## src/rtl/serq_pkg.sv

```systemverilog
`timescale 1ns/1ps
package serq_pkg;
  localparam int DATA_W = 8;

  typedef struct packed {
    logic              brk;
    logic              fe;
    logic              pe;
    logic [DATA_W-1:0] data;
  } rxEntry_t;

  typedef struct packed {
    logic     charDone;
    logic     brkEnd;
    rxEntry_t ent;
  } rxStrobe_t;
endpackage

```

## src/rtl/serq_rx_ctrl.sv

```systemverilog
`timescale 1ns/1ps
module serq_rx_ctrl
  import serq_pkg::*;
#(
  parameter int OVS = 16
) (
  input  logic       clk,
  input  logic       rstN,
  input  logic       sampleTick,
  input  logic       rxLine,
  input  logic [1:0] cfgDataBits,
  input  logic       cfgParityEn,
  input  logic       cfgParityOdd,
  output rxStrobe_t  strb
);
  localparam int CNT_W = $clog2(OVS);
  localparam int IDX_W = $clog2(DATA_W);
  localparam logic [CNT_W-1:0] MID_TICK  = CNT_W'(OVS/2 - 1);
  localparam logic [CNT_W-1:0] LAST_TICK = CNT_W'(OVS - 1);

  typedef enum logic [2:0] {
    S_IDLE, S_START, S_DATA, S_PAR, S_STOP, S_BRKWAIT
  } rxState_t;

  rxState_t          state;
  logic [1:0]        rxSync;
  logic              rxS;
  logic [CNT_W-1:0]  tickCnt;
  logic [IDX_W-1:0]  bitIdx;
  logic [IDX_W-1:0]  lastIdx;
  logic [DATA_W-1:0] shreg;
  logic              pbit;
  logic              parErr;
  logic              isBreak;

  assign rxS     = rxSync[1];
  assign lastIdx = IDX_W'(DATA_W - 4) + IDX_W'(cfgDataBits);
  assign parErr  = cfgParityEn & (^shreg ^ pbit ^ cfgParityOdd);
  assign isBreak = (shreg == '0) && !(cfgParityEn && pbit) && !rxS;

  always_ff @(posedge clk) begin
    if (!rstN) begin
      state   <= S_IDLE;
      rxSync  <= '1;
      tickCnt <= '0;
      bitIdx  <= '0;
      shreg   <= '0;
      pbit    <= 1'b0;
      strb    <= '0;
    end else begin
      rxSync <= {rxSync[0], rxLine};
      strb   <= '0;
      if (sampleTick) begin
        case (state)
          S_IDLE: begin
            if (!rxS) begin
              state   <= S_START;
              tickCnt <= '0;
            end
          end
          S_START: begin
            if (tickCnt == MID_TICK) begin
              tickCnt <= '0;
              bitIdx  <= '0;
              shreg   <= '0;
              pbit    <= 1'b0;
              state   <= rxS ? S_IDLE : S_DATA;
            end else begin
              tickCnt <= tickCnt + 1'b1;
            end
          end
          S_DATA: begin
            if (tickCnt == LAST_TICK) begin
              tickCnt        <= '0;
              shreg[bitIdx]  <= rxS;
              if (bitIdx == lastIdx) state <= cfgParityEn ? S_PAR : S_STOP;
              else                   bitIdx <= bitIdx + 1'b1;
            end else begin
              tickCnt <= tickCnt + 1'b1;
            end
          end
          S_PAR: begin
            if (tickCnt == LAST_TICK) begin
              tickCnt <= '0;
              pbit    <= rxS;
              state   <= S_STOP;
            end else begin
              tickCnt <= tickCnt + 1'b1;
            end
          end
          S_STOP: begin
            if (tickCnt == LAST_TICK) begin
              tickCnt           <= '0;
              strb.charDone     <= 1'b1;
              strb.ent.data     <= shreg;
              strb.ent.brk      <= isBreak;
              strb.ent.fe       <= !rxS && !isBreak;
              strb.ent.pe       <= parErr && !isBreak;
              state             <= isBreak ? S_BRKWAIT : S_IDLE;
            end else begin
              tickCnt <= tickCnt + 1'b1;
            end
          end
          S_BRKWAIT: begin
            if (!rxS) begin
              tickCnt <= '0;
            end else if (tickCnt == MID_TICK) begin
              tickCnt     <= '0;
              strb.brkEnd <= 1'b1;
              state       <= S_IDLE;
            end else begin
              tickCnt <= tickCnt + 1'b1;
            end
          end
          default: state <= S_IDLE;
        endcase
      end
    end
  end
endmodule

```

## src/rtl/serq_rx_queue.sv

```systemverilog
`timescale 1ns/1ps
module serq_rx_queue
  import serq_pkg::*;
#(
  parameter int DEPTH = 16
) (
  input  logic              clk,
  input  logic              rstN,
  input  rxStrobe_t         strb,
  input  logic              rdStrobe,
  input  logic              clrErrCmd,
  input  logic              clrBrkChgCmd,
  output logic [DATA_W-1:0] rdData,
  output logic              rdFrameErr,
  output logic              rdParityErr,
  output logic              rdBreak,
  output logic              rxReady,
  output logic              rxFull,
  output logic              overrun,
  output logic              breakChange
);
  localparam int AW = $clog2(DEPTH);
  localparam int CW = $clog2(DEPTH + 1);
  localparam logic [CW-1:0] FULL_CNT = CW'(DEPTH);
  localparam logic [AW-1:0] LAST_PTR = AW'(DEPTH - 1);

  rxEntry_t        mem [DEPTH];
  rxEntry_t        hold;
  rxEntry_t        pushEnt;
  rxEntry_t        headEnt;
  logic            holdV;
  logic [AW-1:0]   wrPtr, rdPtr;
  logic [CW-1:0]   count;
  logic            pop, space, pushEn, holdLoad, ovrSet;

  function automatic logic [AW-1:0] nextPtr(input logic [AW-1:0] p);
    return (p == LAST_PTR) ? '0 : p + 1'b1;
  endfunction

  assign pop   = rdStrobe && (count != '0);
  assign space = (count != FULL_CNT) || pop;

  always_comb begin
    pushEn   = 1'b0;
    pushEnt  = strb.ent;
    holdLoad = 1'b0;
    ovrSet   = 1'b0;
    if (holdV) begin
      if (space) begin
        pushEn  = 1'b1;
        pushEnt = hold;
      end
      if (strb.charDone) begin
        holdLoad = 1'b1;
        ovrSet   = !space;
      end
    end else if (strb.charDone) begin
      if (space) pushEn   = 1'b1;
      else       holdLoad = 1'b1;
    end
  end

  always_ff @(posedge clk) begin
    if (pushEn) mem[wrPtr] <= pushEnt;
    if (holdLoad) hold <= strb.ent;
  end

  always_ff @(posedge clk) begin
    if (!rstN) begin
      wrPtr       <= '0;
      rdPtr       <= '0;
      count       <= '0;
      holdV       <= 1'b0;
      overrun     <= 1'b0;
      breakChange <= 1'b0;
    end else begin
      if (pushEn) wrPtr <= nextPtr(wrPtr);
      if (pop)    rdPtr <= nextPtr(rdPtr);
      case ({pushEn, pop})
        2'b10:   count <= count + 1'b1;
        2'b01:   count <= count - 1'b1;
        default: count <= count;
      endcase
      holdV       <= holdLoad || (holdV && !space);
      overrun     <= (overrun && !clrErrCmd) || ovrSet;
      breakChange <= (breakChange && !clrBrkChgCmd)
                   || (strb.charDone && strb.ent.brk) || strb.brkEnd;
    end
  end

  assign headEnt     = mem[rdPtr];
  assign rdData      = headEnt.data;
  assign rdFrameErr  = headEnt.fe;
  assign rdParityErr = headEnt.pe;
  assign rdBreak     = headEnt.brk;
  assign rxReady     = (count != '0);
  assign rxFull      = (count == FULL_CNT);
endmodule

```

## src/rtl/serq_rx_top.sv

```systemverilog
`timescale 1ns/1ps
module serq_rx_top
  import serq_pkg::*;
#(
  parameter int FIFO_DEPTH = 16,
  parameter int OVS        = 16
) (
  input  logic       clk,
  input  logic       rstN,
  input  logic       sampleTick,
  input  logic       rxLine,
  input  logic [1:0] cfgDataBits,
  input  logic       cfgParityEn,
  input  logic       cfgParityOdd,
  input  logic       rdStrobe,
  input  logic       clrErrCmd,
  input  logic       clrBrkChgCmd,
  output logic [7:0] rdData,
  output logic       rdFrameErr,
  output logic       rdParityErr,
  output logic       rdBreak,
  output logic       rxReady,
  output logic       rxFull,
  output logic       overrun,
  output logic       breakChange
);
  rxStrobe_t strb;

  serq_rx_ctrl #(.OVS(OVS)) ctrl_i (
    .clk(clk), .rstN(rstN), .sampleTick(sampleTick), .rxLine(rxLine),
    .cfgDataBits(cfgDataBits), .cfgParityEn(cfgParityEn),
    .cfgParityOdd(cfgParityOdd), .strb(strb)
  );

  serq_rx_queue #(.DEPTH(FIFO_DEPTH)) queue_i (
    .clk(clk), .rstN(rstN), .strb(strb), .rdStrobe(rdStrobe),
    .clrErrCmd(clrErrCmd), .clrBrkChgCmd(clrBrkChgCmd),
    .rdData(rdData), .rdFrameErr(rdFrameErr), .rdParityErr(rdParityErr),
    .rdBreak(rdBreak), .rxReady(rxReady), .rxFull(rxFull),
    .overrun(overrun), .breakChange(breakChange)
  );
endmodule

```

## config.mk

```make
export PLATFORM = sky130hd
export DESIGN_NAME = serq_rx_top
export DESIGN_NICKNAME = d
export VERILOG_FILES = /design/src/rtl/serq_pkg.sv /design/src/rtl/serq_rx_ctrl.sv /design/src/rtl/serq_rx_queue.sv /design/src/rtl/serq_rx_top.sv
export SDC_FILE = /design/constraint.sdc
export NUM_CORES = 1
export LEC_CHECK = 0
export BUFFER_PORTS_ARGS = -buffer_cell sky130_fd_sc_hd__buf_2
export CAP_MARGIN = 30
export CORE_MARGIN = 10
export CORE_UTILIZATION = 35
export DETAILED_ROUTE_END_ITERATION = 12
export SLEW_MARGIN = 15
export SYNTH_ARGS = -nofsm -noshare
export SYNTH_HDL_FRONTEND = slang
export SYNTH_SLANG_ARGS = --single-unit
```

## constraint.sdc

```tcl
create_clock -name clk -period 3.5 [get_ports clk]
set_input_delay 0.35 -clock clk [delete_from_list [all_inputs] [get_ports clk]]
set_output_delay 0.35 -clock clk [all_outputs]
set_load 0.01 [all_outputs]
```

[Word-level counts from Yosys, hierarchy flattened]
Memories as Yosys holds them, arrays and structs flattened. A register that Yosys moved wholly into a read port is not among the register bits.
Index checks and enable logic that the tools add are counted.
Word-level totals
  bits in registers: 61
  RAM bits: 176
  output and inout port bits: 15
  memories: 1
Memories
  queue_i.mem: depth 16, bits a word 11, rd ports 1, clocked after Yosys merged registers in 1, write ports 1, RTL line serq_rx_queue.sv:27  | rxEntry_t mem [DEPTH];
Operators by class
  $add $sub $neg: 7
  order comparisons: 2
  eq/ne operators: 23
  mux-type cells: 49
  bitwise operators: 3
  reduce and logical (&&, ||, !) cells: 39
Operators with widths (count)
  $mux 3: 12
  $mux 4: 8
  $mux 11: 2
  $pmux 3 s6: 1
  $mux 1: 16
  $mux 8: 2
  $pmux 4 s4: 1
  $pmux 8 s2: 1
  $reduce_and 4->1: 4
  $ne 2x1->1 const B: 7
  $add 4x1->4 const B: 3
  $eq 4x4->1 const B: 3
  $logic_and 1x1->1: 11
  $pmux 5 s2: 1
  $reduce_and 9->1: 1
  $bwmux 8: 1
  $logic_not 8->1: 1
  $reduce_xor 8->1: 1
  $eq 3x2->1 const B: 2
  $eq 3x3->1 const B: 2
  $logic_not 1->1: 6
  $pmux 3 s2: 1
  $reduce_and 3->1: 2
  $reduce_bool 2->1: 3
  other kinds (25): 31

[Logic depth before layout (Yosys ltp)]
Gate-level depths: netlist of the first run.
  depth in word-level cells: 8
  depth in mapped cells: 13
  mapped depth without buffers: 11

[By module]
From an unflattened synthesis of the first run, not the netlist that was laid out.
Second synthesis, totals
  cell total of the unflattened synthesis: 647
  area total of the unflattened synthesis: 9984.6 um^2
By module, submodules not included
  serq_rx_queue: times used 1, cells an instance 438, area an instance 8227.9 um^2, seq. area each 6015.8 um^2
  serq_rx_ctrl: times used 1, cells an instance 209, area an instance 1756.7 um^2, seq. area each 680.7 um^2

[Least setup slack after synthesis of the first run]
OpenSTA, ideal clock, no wires.
  path kind: register to register
  start point: reg queue_i.count[1]
  end point: reg queue_i.count[4]
  data arrival time: 2642 ps
  required time: 3428 ps
  setup slack: 787 ps
  cell stages (with the launch flop): 14
  buffers on the path: 2
  clock period less this slack: 2713 ps
  cell sequence: dfxtp_1 buf_2 nor4_2 a31oi_2 inv_1 ha_1 clkbuf_1 xor2_1 ha_1 a211o_1 nand2_1 nand3b_1 a31oi_1 mux2i_1
Between the ends
  word-level cells in the longest chain between the ends: 8
Ends and longest elaborated chain
  start: declaration: RTL line serq_rx_queue.sv:33  | logic [CW-1:0] count;
  start signal: assignment: RTL line serq_rx_queue.sv:80  | 2'b10: count <= count + 1'b1;
  start signal: assignment: RTL line serq_rx_queue.sv:81  | 2'b01: count <= count - 1'b1;
  start signal: assignment: RTL line serq_rx_queue.sv:82  | default: count <= count;
  $reduce_bool 5->1: RTL line serq_rx_queue.sv:40  | assign pop = rdStrobe && (count != '0);
  $logic_and 1x1->1: RTL line serq_rx_queue.sv:40
  $logic_or 1x1->1: RTL line serq_rx_queue.sv:41  | assign space = (count != FULL_CNT) || pop;
  $mux 1: RTL line serq_rx_queue.sv:49, serq_rx_queue.sv:58
  $mux 1: RTL line serq_rx_queue.sv:57  | end else if (strb.charDone) begin
  $mux 1: RTL line serq_rx_queue.sv:48  | if (holdV) begin
  $eq 2x1->1 / $eq 2x2->1 (equally long branches): RTL line serq_rx_queue.sv:79  | case ({pushEn, pop})
  $pmux 5 s2 / $reduce_bool 2->1 (equally long branches)
Several ways; a longest one is shown, not always the timed one.
A chain may end at the register's enable or synchronous reset.

[Worst setup path in the final report of the first run]
Ends and elaborated chain as after synthesis.

==> results of run 1 <==
[kinds of logic (layout without fill, tap and decap cells)]
family | Yosys count | after routing | share of synthesized area
AOI/OAI and AO/OA | 79 | 79 | 0.0512
xor gates and xnor gates | 14 | 14 | 0.0124
adders and majority gates | 15 | 15 | 0.0190
buffers and inverters | 54 | 115 | 0.0263
DFF | 241 | 241 | 0.677
muxes | 74 | 74 | 0.146
other | 0 | 1 | 0
and+or+nand+nor | 133 | 133 | 0.0685
[layer usage]
metal | global-route usage | up-vias
li1 | - | 2461
met1 | 0.156 | 2780
met2 | 0.187 | 187
met3 | 0.0215 | 48
met4 | 0.0342 | 0
met5 | 0 | -
[stage by stage]
step / utilization / area [sq um] / hold WS, ps / total power [uW]
2_1_floorplan: - / 9900 / 386 / 3130
3_3_place_gp: 0.377 / 10500 / 395 / 3150
3_5_place_dp: 0.377 / 10500 / 398 / 3150
4_1_cts: 0.404 / 11200 / 62.7 / 5520
5_1_grt: 0.405 / 11300 / 78.0 / 5650
6_report: 0.405 / 11300 / 79.9 / 5480
[power by group through the flow]
stage               clock, uW  combinational, uW  sequential [uW]
floorplan                   0               30.9             3100
global placement            0               38.4             3110
detailed placement          0               40.0             3110
CTS                      2440               41.0             3050
global route             2550               49.5             3040
finish                   2390               45.3             3050
[worst paths after layout]
check	start	endpoint	depth (start not counted)
worst min-delay path	clrBrkChgCmd	queue_i.breakChange$_SDFF_PN0_	3
worst max-delay path	queue_i.count[1]$_SDFFE_PN0P_	queue_i.count[4]$_SDFFE_PN0P_	11
worst max register to register	queue_i.count[1]$_SDFFE_PN0P_	queue_i.count[4]$_SDFFE_PN0P_	11
worst min register to register	ctrl_i.rxSync[0]$_SDFF_PN1_	ctrl_i.rxSync[1]$_SDFF_PN1_	1
[flip-flops by register name, summed over array words and instances (netlist names), named ones only]
name                 count
queue_i.count            5
ctrl_i.rxSync            2
queue_i.hold            11
queue_i.overrun          1
queue_i.holdV            1
queue_i.wrPtr            4
ctrl_i.shreg             8
ctrl_i.bitIdx            3
ctrl_i.pbit              1
ctrl_i.tickCnt           4
queue_i.breakChange      1
queue_i.rdPtr            4
queue_i.mem            176
ctrl_i.state             3
ctrl_i.strb             13
[cell type report]
type | count | area [sq um]
Inverter | 22 | 82.6
Clock buffer | 30 | 644
Timing Repair Buffer | 48 | 349
Fill cell | 2487 | 16600
Antenna cell | 1 | 2.50
Multi-Input combinational cell | 315 | 2950
Sequential cell | 241 | 6700
Clock inverter | 15 | 87.6
Tap cell | 378 | 473
[layout by cell type (no fill, tap or decap), types with 2 or more instances in the layout]
master	synthesis	layout
edfxtp_1	187	187
mux4_2	55	55
dfxtp_1	54	52
nor2_1	39	35
nand2_1	30	30
a21oi_1	28	28
clkbuf_16	0	25
buf_2	7	25
inv_1	22	22
buf_4	1	18
o21ai_0	16	16
ha_1	15	15
nand3_1	14	14
mux2_2	12	12
nor3_1	10	10
nand2b_1	8	8
xnor2_1	8	8
a31oi_1	8	8
and2_1	8	8
mux2i_1	7	7
xor2_1	6	6
clkinv_1	0	6
clkinv_2	0	6
clkbuf_1	15	5
nor2_2	0	4
o31ai_1	4	4
o22ai_1	3	3
or3_1	3	3
nor3b_1	3	3
o22a_1	2	2
or4_1	2	2
nand4_1	2	2
and4b_1	2	2
nand3b_1	2	2
nor2b_1	2	2
nor4_1	2	2
a41oi_1	2	2
dfxtp_2	0	2
clkinvlp_4	0	2
buf_12	0	2
[critical path: cells and delay by family, from the launching register on]
family	cells	cell delay [ps]
xor gates and xnor gates	1	130
AOI/OAI and AO/OA	3	800
buffers and inverters	1	140
and+or+nand+nor	3	650
muxes	1	210
adders and majority gates	2	630
DFF	1	400
==> impl_metrics.tcl, run 1 <==
set metrics [dict create \
    outcome "complete, no violations" \
    fin_crit_ps 3020 \
    cts.htree.levels 1 \
    root_buffer "clkbuf_16" \
    ys_seq_area_frac 0.677 \
    grt_pass1_vias 5717 \
    netlist_instances 610 \
    avgViaCountPerCell 5.22 \
    met2WireLength_mm 9.91 \
    cts_resized 0 \
    tns_ps 0 \
    synth_top_area_cell "edfxtp_1" \
    cpPeakStageDelay_ps 470 \
    final_hold_viol_count 0 \
    fin_worst_skew_ps 9.06 \
    drt-initial-drc-count 498 \
    power.share.clock 0.436 \
    hold_buffers 1 \
    dr_wl_met3_mm 1.16 \
    async_flop_share 0 \
    routed-via-count 5476 \
    synth-edff-count 187 \
    finalCritPeriodShare 0.863 \
    rsz0062_at_grt "false" \
    ys_warn_count 0 \
    wl_met1_mm 8.99 \
    cp_slowest_cell "nor4_2" \
    cts_buffers 25 \
    p_leak_uw 0.00318 \
    die_w_um 188 \
    crit_top_cell "ha_1" \
    overflow 0 \
    clkLatencyLatePin_ps 530 \
    comb_power_share 0.008 \
    dp.cells 1001 \
    die_height_um 188 \
    synth_top_area_share 0.567 \
    reg2reg_slack_ps 480 \
    switching_share 0.201 \
    ys_top_cells_by_area "edfxtp_1 57%, mux4_2 13%, dfxtp_1 11%, ha_1 1.9%, nor2_1 1.5%" \
    cts_setup_buffers 0 \
    worst_pin_slew_ps 743 \
    synth_nets 636 \
    startpoint_type "register" \
    wl_per_cell_um 19.7 \
    drive_gt1_frac 0.244 \
    grt_max_degree 45 \
    setup_ws_ps 478 \
    cts.sinks 241 \
    maxSlewViolCount 0 \
    maxSlewHeadroom 0.504 \
    rows 61 \
    crit_type "register to register" \
    antenna_found_initial 1 \
    finalNonFillerCells 1050 \
    cp_cell_sequence "nor4_2 -> a31oi_2 -> inv_1 -> ha_1 -> xor2_1 -> ha_1 -> a211o_1 -> nand2_1 -> nand3b_1 -> a31oi_1 -> mux2i_1" \
    first_pass_iters 5 \
    endpoint_kind "register" \
    syn_area_per_cell_sq_um 16.2 \
    drc 0 \
    netSwitchingPower_uw 1100 \
    ys_ff_latch 241 \
    routabilityCongestion 0.763 \
    cts_max_path_buffers 3 \
    preCtsSetupSlack_ps 547 \
    detail-route-antenna-nets 0 \
    synthFlopType "edfxtp_1" \
    yosysMostFrequentCell "edfxtp_1" \
    num_io_pins 26 \
    die_area_sq_um 35400 \
    core-area_sq_um 27900 \
    power_frac_seq 0.556 \
    area_growth_pct 14.1 \
    netlist_area_sq_um 9900 \
    clkTransAtPathRegs_ps 60 \
    p_int_uw 4380 \
    final_nets 679 \
    grt_usage 0.116 \
    hold_path_class "input port to register" \
    place_hpwl_mm 12.9 \
    timing.fmax_ghz 0.331 \
    critPathMaxFanout 10 \
    setup_viol 0 \
    io_buffer_count 25 \
    cp.arrival_ps 3480 \
    wl_mm 20.6 \
    grt_pass1_wl_mm 32.7 \
    cts_tree "yes" \
    synth_top_cells_by_count "187 x edfxtp_1, 55 x mux4_2, 54 x dfxtp_1, 39 x nor2_1, 30 x nand2_1" \
    drv_cap 0 \
    cp_data_required_time_ps 3960 \
    vdd_drop_max_v 0.000289 \
    powerDensity_nw_per_um2 485 \
    yosysUniqueCellTypes 59 \
    maxUsedRoutingLayer "met4" \
    initial_utilization 0.355 \
]
(Power assumes the default switching activity.)
==> run 2: changes to the inputs <==
Settings changed: SYNTH_HIERARCHICAL from default to 1.
==> run 2 against run 1 <==
  * Sequential share of layout area is 0.60 points lower
  * Sequential power is 4% higher
  * Cell area is 1.1% higher
  * First-iteration DRC count is 23% higher
  * Area after synthesis is 0.90% higher
  * Sequential cell count stayed put
  * Cell count is 2.4% higher
  * Global-route usage is 0.29 points higher
  * Register-to-register slack worse by 190 ps
  * Hold slack worse by 64 ps
  * Largest cell class unchanged
  * Highest routed layer unchanged
==> impl_metrics.tcl, run 2 <==
set metrics [dict create \
    outcome "complete, no violations" \
    antennaDiodeCount 0 \
    rsz0062_at_grt "false" \
    final_nets 705 \
    final_cell_mix "187 x edfxtp_1, 52 x dfxtp_1, 44 x mux4_2, 36 x nand2_1, 32 x nor2_1" \
    worst_pin_slew_ps 974 \
    tns_ps 0 \
    grt_usage 0.119 \
    largest-register "queue_i/mem" \
    drt-initial-drc-count 614 \
    p_leak_uw 0.00358 \
    cp_slowest_cell "or4_1" \
    cts_tree "yes" \
    num_io_pins 26 \
    wl_mm 21.8 \
    die_height_um 189 \
    synth_top_cells_by_count "187 x edfxtp_1, 54 x dfxtp_1, 44 x mux4_2, 36 x nand2_1, 33 x nor2_1" \
    cpPeakStageDelay_ps 660 \
    crit_top_cell "ha_1" \
    final_hold_viol_count 0 \
    cts.htree.levels 1 \
    drc 0 \
    synth.mux.area_fraction 0.116 \
    endpoint_kind "register" \
    critPathLaunch "queue_i/count[1]$_SDFFE_PN0P_" \
    critPathBufInv 1 \
    cts_buffers 25 \
    synth_fa_ha_area_frac 0.0188 \
    cp_data_required_time_ps 3960 \
    io_buffer_count 25 \
    yosysUniqueCellTypes 71 \
    place_hpwl_mm 12.8 \
    synth_compound_area_frac 0.0675 \
    ys_warn_count 6 \
    fin_worst_skew_ps 7.83 \
    cts_max_path_buffers 3 \
    maxSlewHeadroom 0.350 \
    holdPathStages 2 \
    synth_xor_area_frac 0.0105 \
    cts_resized 0 \
    initial_utilization 0.357 \
    async_flop_share 0 \
    routabilityCongestion 0.777 \
    root_buffer "clkbuf_16" \
    synth_top_area_cell "edfxtp_1" \
    crit_type "register to register" \
    cts_setup_buffers 0 \
    clkLatencyLatePin_ps 520 \
    vdd_drop_max_v 0.000322 \
    drv_cap 0 \
    yosysMostFrequentCell "edfxtp_1" \
    largest_reg_flops 176 \
    reg.largest.list "queue_i/mem x176, ctrl_i/strb x13, queue_i/hold x11" \
    grt_pass1_vias 5525 \
    synth_top_area_share 0.562 \
    grt_max_degree 32 \
    hp-start "rxLine" \
    critPathMaxFanout 9 \
    power.share.clock 0.402 \
    die_area_sq_um 35700 \
    finalCritPeriodShare 0.917 \
    comb_power_share 0.118 \
    core-area_sq_um 27900 \
    cp.arrival_ps 3660 \
    ys_seq_area_frac 0.671 \
    drive_gt1_frac 0.205 \
    netlist_area_sq_um 9980 \
    overflow 0 \
    antenna_found_initial 0 \
    synthFlopType "edfxtp_1" \
    rows 61 \
    cp_cell_sequence "or4_1 -> nor3_4 -> nor2_2 -> inv_2 -> ha_1 -> xor2_1 -> ha_1 -> o21ai_0 -> or3_1 -> a2111oi_0 -> nand4b_1" \
    hold_buffers 0 \
    hold_path_class "input port to register" \
    critPathTopFamily "simple AND/OR/NAND/NOR gates" \
    r2r_start "queue_i/count[1]$_SDFFE_PN0P_" \
    wl_per_cell_um 20.3 \
    post-route-util 0.408 \
    powerDensity_nw_per_um2 580 \
    cts.sinks 241 \
    synth-edff-count 187 \
    timing.fmax_ghz 0.312 \
    clkTransAtPathRegs_ps 60 \
    switching_share 0.234 \
    detail-route-antenna-nets 0 \
    startpoint_type "register" \
    avgViaCountPerCell 5.16 \
    synth_top_family_by_area "multiplexers" \
    fin_crit_ps 3210 \
    die_w_um 189 \
    netlist_instances 647 \
    maxSlewViolCount 0 \
    synth_nets 673 \
    syn_area_per_cell_sq_um 15.4 \
    p_int_uw 5060 \
    netSwitchingPower_uw 1550 \
    grt_pass1_wl_mm 33.1 \
    reg2regPathDepth 11 \
    power_frac_seq 0.480 \
    ys_top_cells_by_area "edfxtp_1 56%, dfxtp_1 11%, mux4_2 9.9%, ha_1 1.9%, a22oi_1 1.7%" \
    area_growth_pct 14.2 \
    routed-via-count 5552 \
    synth-simple-area-share 0.0912 \
    cp.depth 11 \
    ys_ff_latch 241 \
    first_pass_iters 5 \
    mostFrequentLayoutCell "edfxtp_1" \
    setup_viol 0 \
]
run 2: routing by layer:
metal  wire length (um)  share of wire  track usage
met1               9970           0.46        0.168
met4                326          0.015       0.0327
met5                  0              0            0
met3               1270          0.058       0.0173
met2              10200           0.47        0.187
run 2: final cells by class:
type | count | area [sq um]
clock buffer | 27 | 633
clock inverter | 18 | 191
fill | 2587 | 16500
inverter | 25 | 93.8
multi-input combinational | 348 | 3070
sequential | 241 | 6700
tap | 378 | 473
timing repair buffer | 38 | 248
run 2: stage by stage:
| stage | hold slack (ps) | total power (uW) | area (sq um) | setup slack (ps) | cells |
|---|---|---|---|---|---|
| floorplan | 386 | 3800 | 9980 | 408 | 647 |
| global placement | 399 | 4030 | 10600 | 447 | 1030 |
| detailed placement | 402 | 4040 | 10600 | 338 | 1030 |
| CTS | 9.29 | 6700 | 11400 | 312 | 1075 |
| global route | 19.3 | 6880 | 11400 | 61.1 | 1075 |
| finish | 15.6 | 6610 | 11400 | 292 | 1075 |
run 2: final timing paths:
path	end	slack, ps
min	ctrl_i/rxSync[0]$_SDFF_PN1_	20
max	queue_i/count[4]$_SDFFE_PN0P_	290
min reg2reg	ctrl_i/rxSync[1]$_SDFF_PN1_	410
max reg2reg	queue_i/count[4]$_SDFFE_PN0P_	290
run 2: cell families after synthesis:
| logic type | after synthesis |
|---|---|
| AOI/OAI and AO/OA | 100 |
| DFF | 241 |
| muxes | 59 |
| xor gates and xnor gates | 12 |
| adders and majority gates | 15 |
| and+or+nand+nor | 162 |
| buffers and inverters | 58 |
run 2: worst reg2reg max path, delay by kind of cell (launching register included):
| family | cells | cell delay, ps |
|---|---|---|
| compound gates | 2 | 450 |
| simple gates | 5 | 1530 |
| xor+xnor | 1 | 190 |
| flops | 1 | 370 |
| buf+inv | 1 | 70 |
| fa+ha+maj | 2 | 550 |
run 2: power by group through the flow:
| stage | logic [uW] | clock network (uW) | registers, uW |
|---|---|---|---|
| floorplan | 646 | 0 | 3150 |
| global placement | 788 | 0 | 3240 |
| detailed placement | 797 | 0 | 3240 |
| CTS | 800 | 2710 | 3180 |
| global route | 858 | 2830 | 3190 |
| finish | 778 | 2660 | 3180 |
==> run 3: changes to the inputs <==
Settings changed: BUFFER_PORTS_ARGS -buffer_cell sky130_fd_sc_hd__buf_2 to -buffer_cell sky130_fd_sc_hd__buf_4.
==> run 3 against run 2 <==
  * Clock-buffer cell count up 10
  * Maximum frequency up 0.46%
  * Cell area up 0.90%
  * Register-to-register slack about the same
  * Clock skew up 2.3 ps
  * Via count down 1.4%
  * Total power up 0.80%
  * Combinational power up 3.6%
  * First-iteration DRC count down 10%
  * Cell count up 0.56%
  * Global-route usage down 0.23 points
  * Critical path type unchanged
  * Critical endpoint unchanged
  * Largest power group unchanged
==> impl_metrics.tcl, run 3 (synthesis gave the netlist of run 2 again) <==
set metrics [dict create \
    antennaDiodeCount 0 \
    final_cell_mix "187 x edfxtp_1, 52 x dfxtp_1, 44 x mux4_2, 38 x buf_4, 36 x nand2_1" \
    place_hpwl_mm 12.9 \
    outcome "complete, no violations" \
    area_growth_pct 15.3 \
    die_height_um 189 \
    num_io_pins 26 \
    final_hold_viol_count 0 \
    cts.htree.levels 1 \
    initial_utilization 0.357 \
    fin_worst_skew_ps 10.2 \
    multi_input_area_sq_um 3060 \
    wl_mm 21.1 \
    wl_per_cell_um 19.5 \
    overflow 0 \
    cts_setup_buffers 0 \
    largest_reg_flops 176 \
    setup_viol 0 \
    grt_usage 0.117 \
    rows 61 \
    p_leak_uw 0.00363 \
    final_nets 710 \
    drv_cap 0 \
    fin_crit_ps 3190 \
    largest-register "queue_i/mem" \
    preCtsSetupSlack_ps 342 \
    hold_path_class "input port to register" \
    crit_type "register to register" \
    reg.largest.list "queue_i/mem x176, ctrl_i/strb x13, queue_i/hold x11" \
    antenna_found_initial 0 \
    routabilityCongestion 0.813 \
    grt_max_degree 32 \
    cts_buffers 27 \
    hp-start "cfgParityEn" \
    ff_latch_area_sq_um 6700 \
    powerDensity_nw_per_um2 579 \
    avgViaCountPerCell 5.06 \
    vdd_drop_max_v 0.000417 \
    endpoint_kind "register" \
    r2r_start "queue_i/count[1]$_SDFFE_PN0P_" \
    detail-route-antenna-nets 0 \
    maxSlewViolCount 0 \
    clkLatencyLatePin_ps 530 \
    placed_cell_area_sq_um 10700 \
    tns_ps 0 \
    io_buffer_count 25 \
    cp_data_required_time_ps 3960 \
    critPathLaunch "queue_i/count[1]$_SDFFE_PN0P_" \
    drc 0 \
    hold_ws_ps 141 \
    worst_pin_slew_ps 894 \
    mostFrequentLayoutCell "edfxtp_1" \
    startpoint_type "register" \
    routed-via-count 5473 \
    root_buffer "clkbuf_16" \
    first_pass_iters 7 \
    rsz0062_at_grt "false" \
    critPathMaxFanout 9 \
    fill_cells 2556 \
    maxSlewHeadroom 0.404 \
    clkTransAtPathRegs_ps 60 \
    grt_pass1_wl_mm 32.7 \
    core-area_sq_um 27900 \
    drt-initial-drc-count 552 \
    cts.sinks 241 \
    cts_max_path_buffers 3 \
    setup_ws_ps 307 \
    final_cell_area_sq_um 11500 \
    finalCritPeriodShare 0.912 \
    grt_pass1_vias 5593 \
    cp.arrival_ps 3650 \
    die_w_um 189 \
    die_area_sq_um 35700 \
    cts_tree "yes" \
    timing.fmax_ghz 0.313 \
    drive_gt1_frac 0.202 \
]
==> run 3: changes by cell type in the layout (fill, tap and decap cells not counted), moves of 2 or more <==
cell / before / now
clkinv_2: 4 / 0
clkinv_1: 7 / 5
clkbuf_16: 25 / 27
bufinv_16: 4 / 2
buf_2: 25 / 0
buf_4: 11 / 38
clkbuf_1: 2 / 9
==> run 3: routing by layer <==
layer  track usage  part of all wire  vias up
met1         0.164              0.47     2728
met2         0.180              0.46      130
met3        0.0191             0.053       29
li1              -                 -     2586
met5             0                 0        -
met4        0.0369             0.020        0
==> run 3: path summary, 6_finish.rpt <==
kind	endpoint	slack, ps	depth (start not counted)
worst max-delay path	queue_i/count[4]$_SDFFE_PN0P_	310	11
worst min-delay path	ctrl_i/strb[8]$_SDFF_PN0_	140	2
worst max register to register	queue_i/count[4]$_SDFFE_PN0P_	310	11
worst min register to register	ctrl_i/rxSync[1]$_SDFF_PN1_	410	1
==> run 3: worst max-delay path, stage by stage (launching register included) <==
cell and delay [ps]:
dfxtp_1 370, or4_1 660, nor3_4 240, nor2_2 110, inv_2 70, ha_1 340
xor2_1 190, ha_1 190, o21ai_0 90, or3_1 350, a2111oi_0 370, nand4b_1 160
==> run 3: timing repair <==
action | CTS | global route
endpoints found under the hold margin | 1 | 0
setup endpoints to repair | 0 | 0
resized for setup | 0 | 0
hold buffers | 1 | 0
==> run 3: final cells by class <==
cell class,instances,area share
sequential,241,0.582
multi-input combinational,348,0.266
clock buffer,37,0.0623
tap,378,0.0411
timing repair buffer,41,0.0291
clock inverter,11,0.0109
inverter,25,0.00815
==> run 3: power breakdown <==
part / switching (uW) / internal, uW
combinational: 377 / 428
sequential: 114 / 3080
clock: 1080 / 1590
==> run 3: stage by stage <==
stage | cells | utilization | total power (uW)
floorplan | 647 | - | 3800
global placement | 1032 | 0.381 | 4070
detailed placement | 1032 | 0.381 | 4080
CTS | 1081 | 0.412 | 6760
global route | 1081 | 0.412 | 6950
finish | 1081 | 0.412 | 6670
